File: src/rtl/wiper_i2c_pkg.sv
package wiper_i2c_pkg;

    typedef enum logic [2:0] {
        PH_IDLE,
        PH_ID,
        PH_ADDR,
        PH_WDATA,
        PH_RDATA,
        PH_IGNORE
    } phase_e;

    localparam int BYTE_BITS = 8;
    localparam int ACK_SLOT  = 9;

endpackage

File: src/rtl/pin_deglitch.sv
module pin_deglitch #(
    parameter int   FILTER_CYCLES = 6,
    parameter logic IDLE_LEVEL    = 1'b1
) (
    input  logic clk,
    input  logic rst_n,
    input  logic pin_in,
    output logic level_out
);
    localparam int CW = $clog2(FILTER_CYCLES + 1);

    typedef struct packed {
        logic [1:0]    sync;
        logic          level;
        logic [CW-1:0] run;
    } filt_t;

    filt_t f_d, f_q;

    always_comb begin
        f_d      = f_q;
        f_d.sync = {f_q.sync[0], pin_in};
        if (f_q.sync[1] != f_q.level) begin
            if (f_q.run == CW'(FILTER_CYCLES - 1)) begin
                f_d.level = f_q.sync[1];
                f_d.run   = '0;
            end else begin
                f_d.run = f_q.run + 1'b1;
            end
        end else begin
            f_d.run = '0;
        end
    end

    always_ff @(posedge clk or negedge rst_n) begin
        if (!rst_n) begin
            f_q <= '{sync: {2{IDLE_LEVEL}}, level: IDLE_LEVEL, run: '0};
        end else begin
            f_q <= f_d;
        end
    end

    assign level_out = f_q.level;

    // the filtered level only moves to a value the synchroniser presented
    assert_level_follows_sync_R10: assert property (@(posedge clk) disable iff (!rst_n)
        (f_q.level != $past(f_q.level)) |-> (f_q.level == $past(f_q.sync[1])));

endmodule

File: src/rtl/i2c_line_events.sv
module i2c_line_events (
    input  logic clk,
    input  logic rst_n,
    input  logic scl,
    input  logic sda,
    output logic start_ev,
    output logic stop_ev,
    output logic scl_rise,
    output logic scl_fall
);
    typedef struct packed {
        logic scl_p;
        logic sda_p;
    } prev_t;

    prev_t p_d, p_q;

    always_comb begin
        p_d.scl_p = scl;
        p_d.sda_p = sda;
    end

    always_ff @(posedge clk or negedge rst_n) begin
        if (!rst_n) begin
            p_q <= '{scl_p: 1'b1, sda_p: 1'b1};
        end else begin
            p_q <= p_d;
        end
    end

    assign start_ev = p_q.scl_p && scl && p_q.sda_p && !sda;
    assign stop_ev  = p_q.scl_p && scl && !p_q.sda_p && sda;
    assign scl_rise = !p_q.scl_p && scl;
    assign scl_fall = p_q.scl_p && !scl;

endmodule

File: src/rtl/wiper_protocol_fsm.sv
module wiper_protocol_fsm
    import wiper_i2c_pkg::*;
#(
    parameter int         WIPER_W    = 7,
    parameter logic [6:0] SLAVE_ID   = 7'h28,
    parameter logic [7:0] REG_ADDR   = 8'h00,
    parameter int         RESET_CODE = 64
) (
    input  logic               clk,
    input  logic               rst_n,
    input  logic               scl_level,
    input  logic               sda_level,
    input  logic               start_ev,
    input  logic               stop_ev,
    input  logic               scl_rise,
    input  logic               scl_fall,
    output logic               sda_oe,
    output logic [WIPER_W-1:0] wiper,
    output logic               changed
);
    localparam logic [3:0] LAST_BIT = 4'(BYTE_BITS);
    localparam logic [3:0] ACK_BIT  = 4'(ACK_SLOT);

    typedef struct packed {
        phase_e             state;
        phase_e             nxt;
        logic [3:0]         cnt;
        logic [7:0]         rx;
        logic [7:0]         tx;
        logic               oe;
        logic               addr_ok;
        logic               mack;
        logic [WIPER_W-1:0] wiper;
        logic               changed;
    } ctl_t;

    ctl_t c_d, c_q;
    logic [7:0] tx_word;

    assign tx_word = 8'(c_q.wiper);

    always_comb begin
        c_d         = c_q;
        c_d.changed = 1'b0;
        if (stop_ev) begin
            c_d.state   = PH_IDLE;
            c_d.oe      = 1'b0;
            c_d.addr_ok = 1'b0;
            c_d.cnt     = '0;
        end else if (start_ev) begin
            c_d.state = PH_ID;
            c_d.oe    = 1'b0;
            c_d.cnt   = '0;
        end else if (scl_rise) begin
            case (c_q.state)
                PH_ID, PH_ADDR, PH_WDATA: begin
                    if (c_q.cnt < LAST_BIT) c_d.rx = {c_q.rx[6:0], sda_level};
                    if (c_q.cnt < ACK_BIT)  c_d.cnt = c_q.cnt + 1'b1;
                end
                PH_RDATA: begin
                    if (c_q.cnt == LAST_BIT) c_d.mack = !sda_level;
                    if (c_q.cnt < ACK_BIT)   c_d.cnt = c_q.cnt + 1'b1;
                end
                default: ;
            endcase
        end else if (scl_fall) begin
            case (c_q.state)
                PH_ID, PH_ADDR, PH_WDATA: begin
                    if (c_q.cnt == LAST_BIT) begin
                        c_d.oe = 1'b1;
                        case (c_q.state)
                            PH_ID: begin
                                if (c_q.rx[7:1] == SLAVE_ID && (!c_q.rx[0] || c_q.addr_ok)) begin
                                    c_d.nxt = c_q.rx[0] ? PH_RDATA : PH_ADDR;
                                end else begin
                                    c_d.oe    = 1'b0;
                                    c_d.state = PH_IGNORE;
                                end
                            end
                            PH_ADDR: begin
                                if (c_q.rx == REG_ADDR) begin
                                    c_d.addr_ok = 1'b1;
                                    c_d.nxt     = PH_WDATA;
                                end else begin
                                    c_d.oe    = 1'b0;
                                    c_d.state = PH_IGNORE;
                                end
                            end
                            default: begin
                                c_d.wiper   = c_q.rx[WIPER_W-1:0];
                                c_d.changed = (c_q.rx[WIPER_W-1:0] != c_q.wiper);
                                c_d.nxt     = PH_IGNORE;
                            end
                        endcase
                    end else if (c_q.cnt == ACK_BIT) begin
                        c_d.oe    = 1'b0;
                        c_d.cnt   = '0;
                        c_d.state = c_q.nxt;
                        if (c_q.nxt == PH_RDATA) begin
                            c_d.tx = tx_word;
                            c_d.oe = !tx_word[7];
                        end
                    end
                end
                PH_RDATA: begin
                    if (c_q.cnt >= 4'd1 && c_q.cnt < LAST_BIT) begin
                        c_d.oe = !c_q.tx[3'd7 - c_q.cnt[2:0]];
                    end else if (c_q.cnt == LAST_BIT) begin
                        c_d.oe = 1'b0;
                    end else if (c_q.cnt == ACK_BIT) begin
                        c_d.cnt = '0;
                        if (c_q.mack) begin
                            c_d.tx = tx_word;
                            c_d.oe = !tx_word[7];
                        end else begin
                            c_d.oe    = 1'b0;
                            c_d.state = PH_IGNORE;
                        end
                    end
                end
                default: ;
            endcase
        end
    end

    always_ff @(posedge clk or negedge rst_n) begin
        if (!rst_n) begin
            c_q <= '{state: PH_IDLE, nxt: PH_IDLE, cnt: '0, rx: '0, tx: '0, oe: 1'b0,
                     addr_ok: 1'b0, mack: 1'b0, wiper: WIPER_W'(RESET_CODE), changed: 1'b0};
        end else begin
            c_q <= c_d;
        end
    end

    assign sda_oe  = c_q.oe;
    assign wiper   = c_q.wiper;
    assign changed = c_q.changed;

    // the output enable only moves while SCL is low, or on a START/STOP release
    assert_oe_moves_scl_low_R12: assert property (@(posedge clk) disable iff (!rst_n)
        (c_q.oe != $past(c_q.oe)) |-> (!scl_level || $past(start_ev || stop_ev)));

    // the code can only move out of the data-byte phase
    assert_code_from_data_phase_R3: assert property (@(posedge clk) disable iff (!rst_n)
        (c_q.wiper != $past(c_q.wiper)) |-> ($past(c_q.state) == PH_WDATA));

    // no bus drive while ignoring
    assert_ignore_silent_R4: assert property (@(posedge clk) disable iff (!rst_n)
        (c_q.state == PH_IGNORE) |-> !c_q.oe);

    // any START restarts identifier reception
    assert_start_restarts_R9: assert property (@(posedge clk) disable iff (!rst_n)
        (start_ev && !stop_ev) |=> (c_q.state == PH_ID && c_q.cnt == 4'd0));

    // bit counter stays within the byte plus acknowledge slot
    assert_bitcount_bound_R2: assert property (@(posedge clk) disable iff (!rst_n)
        c_q.cnt <= ACK_BIT);

endmodule

File: src/rtl/wiper_i2c_slave.sv
module wiper_i2c_slave #(
    parameter int         FILTER_CYCLES = 6,
    parameter int         WIPER_W       = 7,
    parameter logic [6:0] SLAVE_ID      = 7'h28,
    parameter logic [7:0] REG_ADDR      = 8'h00,
    parameter int         RESET_CODE    = 64
) (
    input  logic               clk,
    input  logic               rst_n,
    input  logic               scl_in,
    input  logic               sda_in,
    output logic               sda_oe,
    output logic [WIPER_W-1:0] wiper_code,
    output logic               wiper_changed
);
    localparam int N_PINS = 2;

    logic [N_PINS-1:0] raw_pins;
    logic [N_PINS-1:0] clean_pins;
    logic start_ev, stop_ev, scl_rise, scl_fall;

    assign raw_pins = {sda_in, scl_in};

    for (genvar g = 0; g < N_PINS; g++) begin : g_filt
        pin_deglitch #(
            .FILTER_CYCLES (FILTER_CYCLES),
            .IDLE_LEVEL    (1'b1)
        ) u_filt (
            .clk       (clk),
            .rst_n     (rst_n),
            .pin_in    (raw_pins[g]),
            .level_out (clean_pins[g])
        );
    end

    i2c_line_events u_events (
        .clk      (clk),
        .rst_n    (rst_n),
        .scl      (clean_pins[0]),
        .sda      (clean_pins[1]),
        .start_ev (start_ev),
        .stop_ev  (stop_ev),
        .scl_rise (scl_rise),
        .scl_fall (scl_fall)
    );

    wiper_protocol_fsm #(
        .WIPER_W    (WIPER_W),
        .SLAVE_ID   (SLAVE_ID),
        .REG_ADDR   (REG_ADDR),
        .RESET_CODE (RESET_CODE)
    ) u_fsm (
        .clk       (clk),
        .rst_n     (rst_n),
        .scl_level (clean_pins[0]),
        .sda_level (clean_pins[1]),
        .start_ev  (start_ev),
        .stop_ev   (stop_ev),
        .scl_rise  (scl_rise),
        .scl_fall  (scl_fall),
        .sda_oe    (sda_oe),
        .wiper     (wiper_code),
        .changed   (wiper_changed)
    );

endmodule

File: config.mk
export PLATFORM = sky130hd
export DESIGN_NAME = wiper_i2c_slave
export DESIGN_NICKNAME = d
export VERILOG_FILES = /design/src/rtl/wiper_i2c_pkg.sv /design/src/rtl/pin_deglitch.sv /design/src/rtl/i2c_line_events.sv /design/src/rtl/wiper_protocol_fsm.sv /design/src/rtl/wiper_i2c_slave.sv
export SDC_FILE = /design/constraint.sdc
export NUM_CORES = 1
export LEC_CHECK = 0
export BUFFER_PORTS_ARGS = -buffer_cell sky130_fd_sc_hd__buf_2
export CAP_MARGIN = 20
export CORE_MARGIN = 1.5
export CORE_UTILIZATION = 63
export CTS_BUF_LIST = sky130_fd_sc_hd__clkbuf_4 sky130_fd_sc_hd__clkbuf_8
export CTS_CLUSTER_SIZE = 40
export DETAILED_ROUTE_END_ITERATION = 10
export GPL_TIMING_DRIVEN = 0
export MAX_ROUTING_LAYER = met4
export PLACE_DENSITY = 0.91
export RECOVER_POWER = 50
export SETUP_SLACK_MARGIN = 0.02
export SLEW_MARGIN = 10
export SYNTH_ARGS = -nofsm -noshare
export SYNTH_HDL_FRONTEND = slang
export SYNTH_SLANG_ARGS = --single-unit
export TNS_END_PERCENT = 10
File: constraint.sdc
create_clock -name clk -period 3 [get_ports clk]
set_clock_uncertainty 0.1 [all_clocks]
set_input_delay 0.15 -clock clk [delete_from_list [all_inputs] [get_ports clk]]
set_output_delay 0.15 -clock clk [all_outputs]
set_load 0.02 [all_outputs]
==> results.py <==
metrics = {
    "grt": {
        "use_met2_pct": 41.2,
        "grt_pass1_vias": 2089,
        "grt_pass1_wl_um": 9630,
        "use_met1_pct": 33.9,
        "grtUsageMet3_pct": 4.24,
        "grt_max_degree": 51,
        "grt.busiest_layer": "met2",
        "gr-total-overflow": 0,
        "antenna_found_initial": 0,
        "grt_util_all_layers_pct": 25.5,
    },
    "clock_network": {
        "clkTransAtPathRegs_ns": 0.09,
        "clk_latency_ns": 0.31,
        "cts_setup_buffers": 0,
        "cts-buffers-inserted": 5,
        "htreeDepth": 2,
        "cts_root_buf": "clkbuf_8",
        "cts.path.max_buffers": 2,
        "cts_tree": "built",
        "cts_sinks": 50,
    },
    "detailed_routing": {
        "antenna_left": 0,
        "vias": 2121,
        "firstDrtPassIters": 4,
        "wl_um": 5570,
        "drc": 0,
        "wire_per_inst_um": 16.4,
        "viasPerCell": 6.24,
        "drt_iter0_markers": 166,
    },
    "timing": {
        "drv_slew": 0,
        "grt_setup_unrepaired": "false",
        "worst_slew_pin_slew_ns": 0.957,
        "post-route-period-util_pct": 88.3,
        "hold_viol_final": 0,
        "relSlewSlack_pct": 36.2,
        "fmax_ghz": 0.378,
        "timing.final.ws_setup_ns": 0.351,
        "tns_ns": 0,
        "setup-violations-final": 0,
        "min_period_ns": 2.65,
        "worst_hold_slack_ns": 0.264,
    },
    "logic_synthesis": {
        "synthCells": 266,
        "syn_avg_cell_area_sq_um": 10.3,
        "syn-num-nets": 276,
        "synth_top_flop_cell": "dfrtp_1",
        "synth_enable_flop_cells": 0,
        "synth_seq_cells": 50,
        "ys_seq_area_share_pct": 45.9,
        "syn_area_sq_um": 2750,
        "ys_types": 62,
        "yosysWarnings": 0,
        "synthArstFlopShare_pct": 100,
    },
    "die": {
        "io_pins": 13,
        "core_area_sq_um": 4090,
        "start_util_pct": 67.2,
        "fp.dieArea_sq_um": 4770,
        "die_w_um": 69.0,
        "die_h_um": 69.0,
        "num_rows": 23,
    },
    "layout": {
        "synthToLayoutAreaGrowth_pct": 9.70,
        "nFillCells": 297,
        "layout.nets": 299,
        "fin_area_sq_um": 3010,
        "antennaDiodeCount": 0,
        "post_route_cells_drive_above_1_share_pct": 23.4,
        "layout_commonest_cell": "dfrtp_1",
        "layout_common_cells": "dfrtp_1, nand2_1, mux2_2, buf_2, o21ai_0",
        "fin_util_pct": 73.8,
    },
    "critical_path": {
        "arrival_ns": 2.78,
        "worstPathCellList": "inv_1 > ha_1 > clkbuf_1 > nor2b_1 > nand4_1 > o41a_1 > or3_1 > a21oi_1",
        "cp-start-kind": "flip-flop",
        "worstPathRequired_ns": 3.13,
        "critPathSlowestCell": "dfstp_2",
        "critPathTopFamily": "simple AND/OR/NAND/NOR gates",
        "worstSetupPathType": "reg -> reg",
        "cpPeakStageDelay_ns": 0.55,
        "crit_buf_inv": 2,
        "end_kind": "flip-flop",
        "cp_max_fo": 10,
    },
    "placement": {
        "dp_hpwl_um": 3880,
        "post-place-ws_ns": 0.322,
        "io_buffers": 12,
        "place_area_sq_um": 2870,
        "place_congestion": 0.916,
    },
    "min_path": {
        "hp-class": "in -> async",
    },
    "pwr": {
        "p_leak_uw": 0.00135,
        "ir_drop_mv": 0.467,
        "power-per-cell-area_nw_per_um2": 506,
    },
    "run": {
        "max_cap_viol_count": 0,
    },
    "status": {
        "status": "finished, final reports clean",
    },
}
[path summary, 6_finish.rpt]
kind / from / slack, ns / depth (start not counted) / end
worst max register to register: u_events.p_q[1] / 0.35 / 8 / u_fsm.c_q[36]
max in group asynchronous: rst_n / 1.20 / 3 / u_fsm.sda_oe
min in group clk: g_filt[0].u_filt.f_d[5] / 0.26 / 0 / g_filt[0].u_filt.f_q[5]
worst max-delay path: u_events.p_q[1] / 0.35 / 8 / u_fsm.c_q[36]
worst min-delay path: rst_n / 0.26 / 2 / g_filt[0].u_filt.f_q[0]
worst min register to register: g_filt[0].u_filt.f_d[5] / 0.26 / 0 / g_filt[0].u_filt.f_q[5]
[power by group]
| group | switching, uW | internal (uW) | leakage (uW) |
|---|---|---|---|
| clock network | 217 | 245 | 0.0000579 |
| registers | 58.0 | 743 | 0.000662 |
| logic | 162 | 97.9 | 0.000630 |
[synthesized netlist by cell type, drive strengths merged (4+ instances only)]
library cell,n,area (sq um)
o211ai,6,45.0
nor3b,4,52.6
a21oi,11,55.1
nor3,4,20.0
ha,6,75.1
nand3,7,40.0
xor2,5,43.8
mux2,17,191
buf,13,88.8
nand2,28,105
clkbuf,5,18.8
nor2,13,48.8
dfstp,9,236
nor2b,7,43.8
inv,11,41.3
dfrtp,41,1030
nand4,5,31.3
xnor2,5,43.8
o21ai,14,70.1
[registers in the layout (all words and copies together) (netlist names)]
register                 count
g_filt.u_filt.f_q            8
g_filt.u_filt.f_d            2
u_fsm.c_q                   27
u_fsm.wiper                  7
u_events.p_q                 2
u_fsm.sda_oe                 1
u_fsm.changed                1
g_filt.u_filt.level_out      2
[worst reg2reg max path: stages (launching register included)]
cell and delay [ns]:
dfstp_2 0.55, inv_1 0.05, ha_1 0.18, clkbuf_1 0.22, nor2b_1 0.45, nand4_1 0.24
o41a_1 0.23, or3_1 0.40, a21oi_1 0.16
[repair_timing]
item | 4_1_cts | 5_1_grt
hold buffers | 3 | 0
gates resized for setup | 0 | 1
hold endpoints to repair | 43 | 0
setup endpoints to repair | 0 | 1
[final cells by class]
class                   instances  area (sq um)  share of cell area [%]
multi-input cells             187          1340                    44.4
flip-flops and latches         50          1260                    41.9
plain buffers                  18           108                    3.57
repair buffers                 16          93.8                    3.11
clock buffers                   5          68.8                    2.28
well taps                      50          62.6                    2.08
inverters                      11          41.3                    1.37
clock inverters                 3          40.0                    1.33
[cells by family (layout without fill, tap and decap cells)]
family | Yosys count | count (layout) | share of synthesized area [%]
AOI/OAI and AO/OA | 61 | 61 | 15.3
xor gates and xnor gates | 10 | 10 | 3.19
DFF | 50 | 50 | 45.9
muxes | 20 | 20 | 8.52
and+or+nand+nor | 90 | 90 | 18.9
buffers and inverters | 29 | 53 | 5.42
adders and majority gates | 6 | 6 | 2.73
[stage by stage]
stage | std cells | power, uW
floorplan | 266 | 992
global placement | 328 | 1050
detailed placement | 328 | 1070
CTS | 339 | 1530
global route | 340 | 1610
finish | 340 | 1520
[layer usage]
metal,share of wire [%],wire (um)
met2,51,2840
met1,43,2410
met3,4.3,242
met4,1.3,74
met5,0,0
Power figures use the tool's default switching activity.
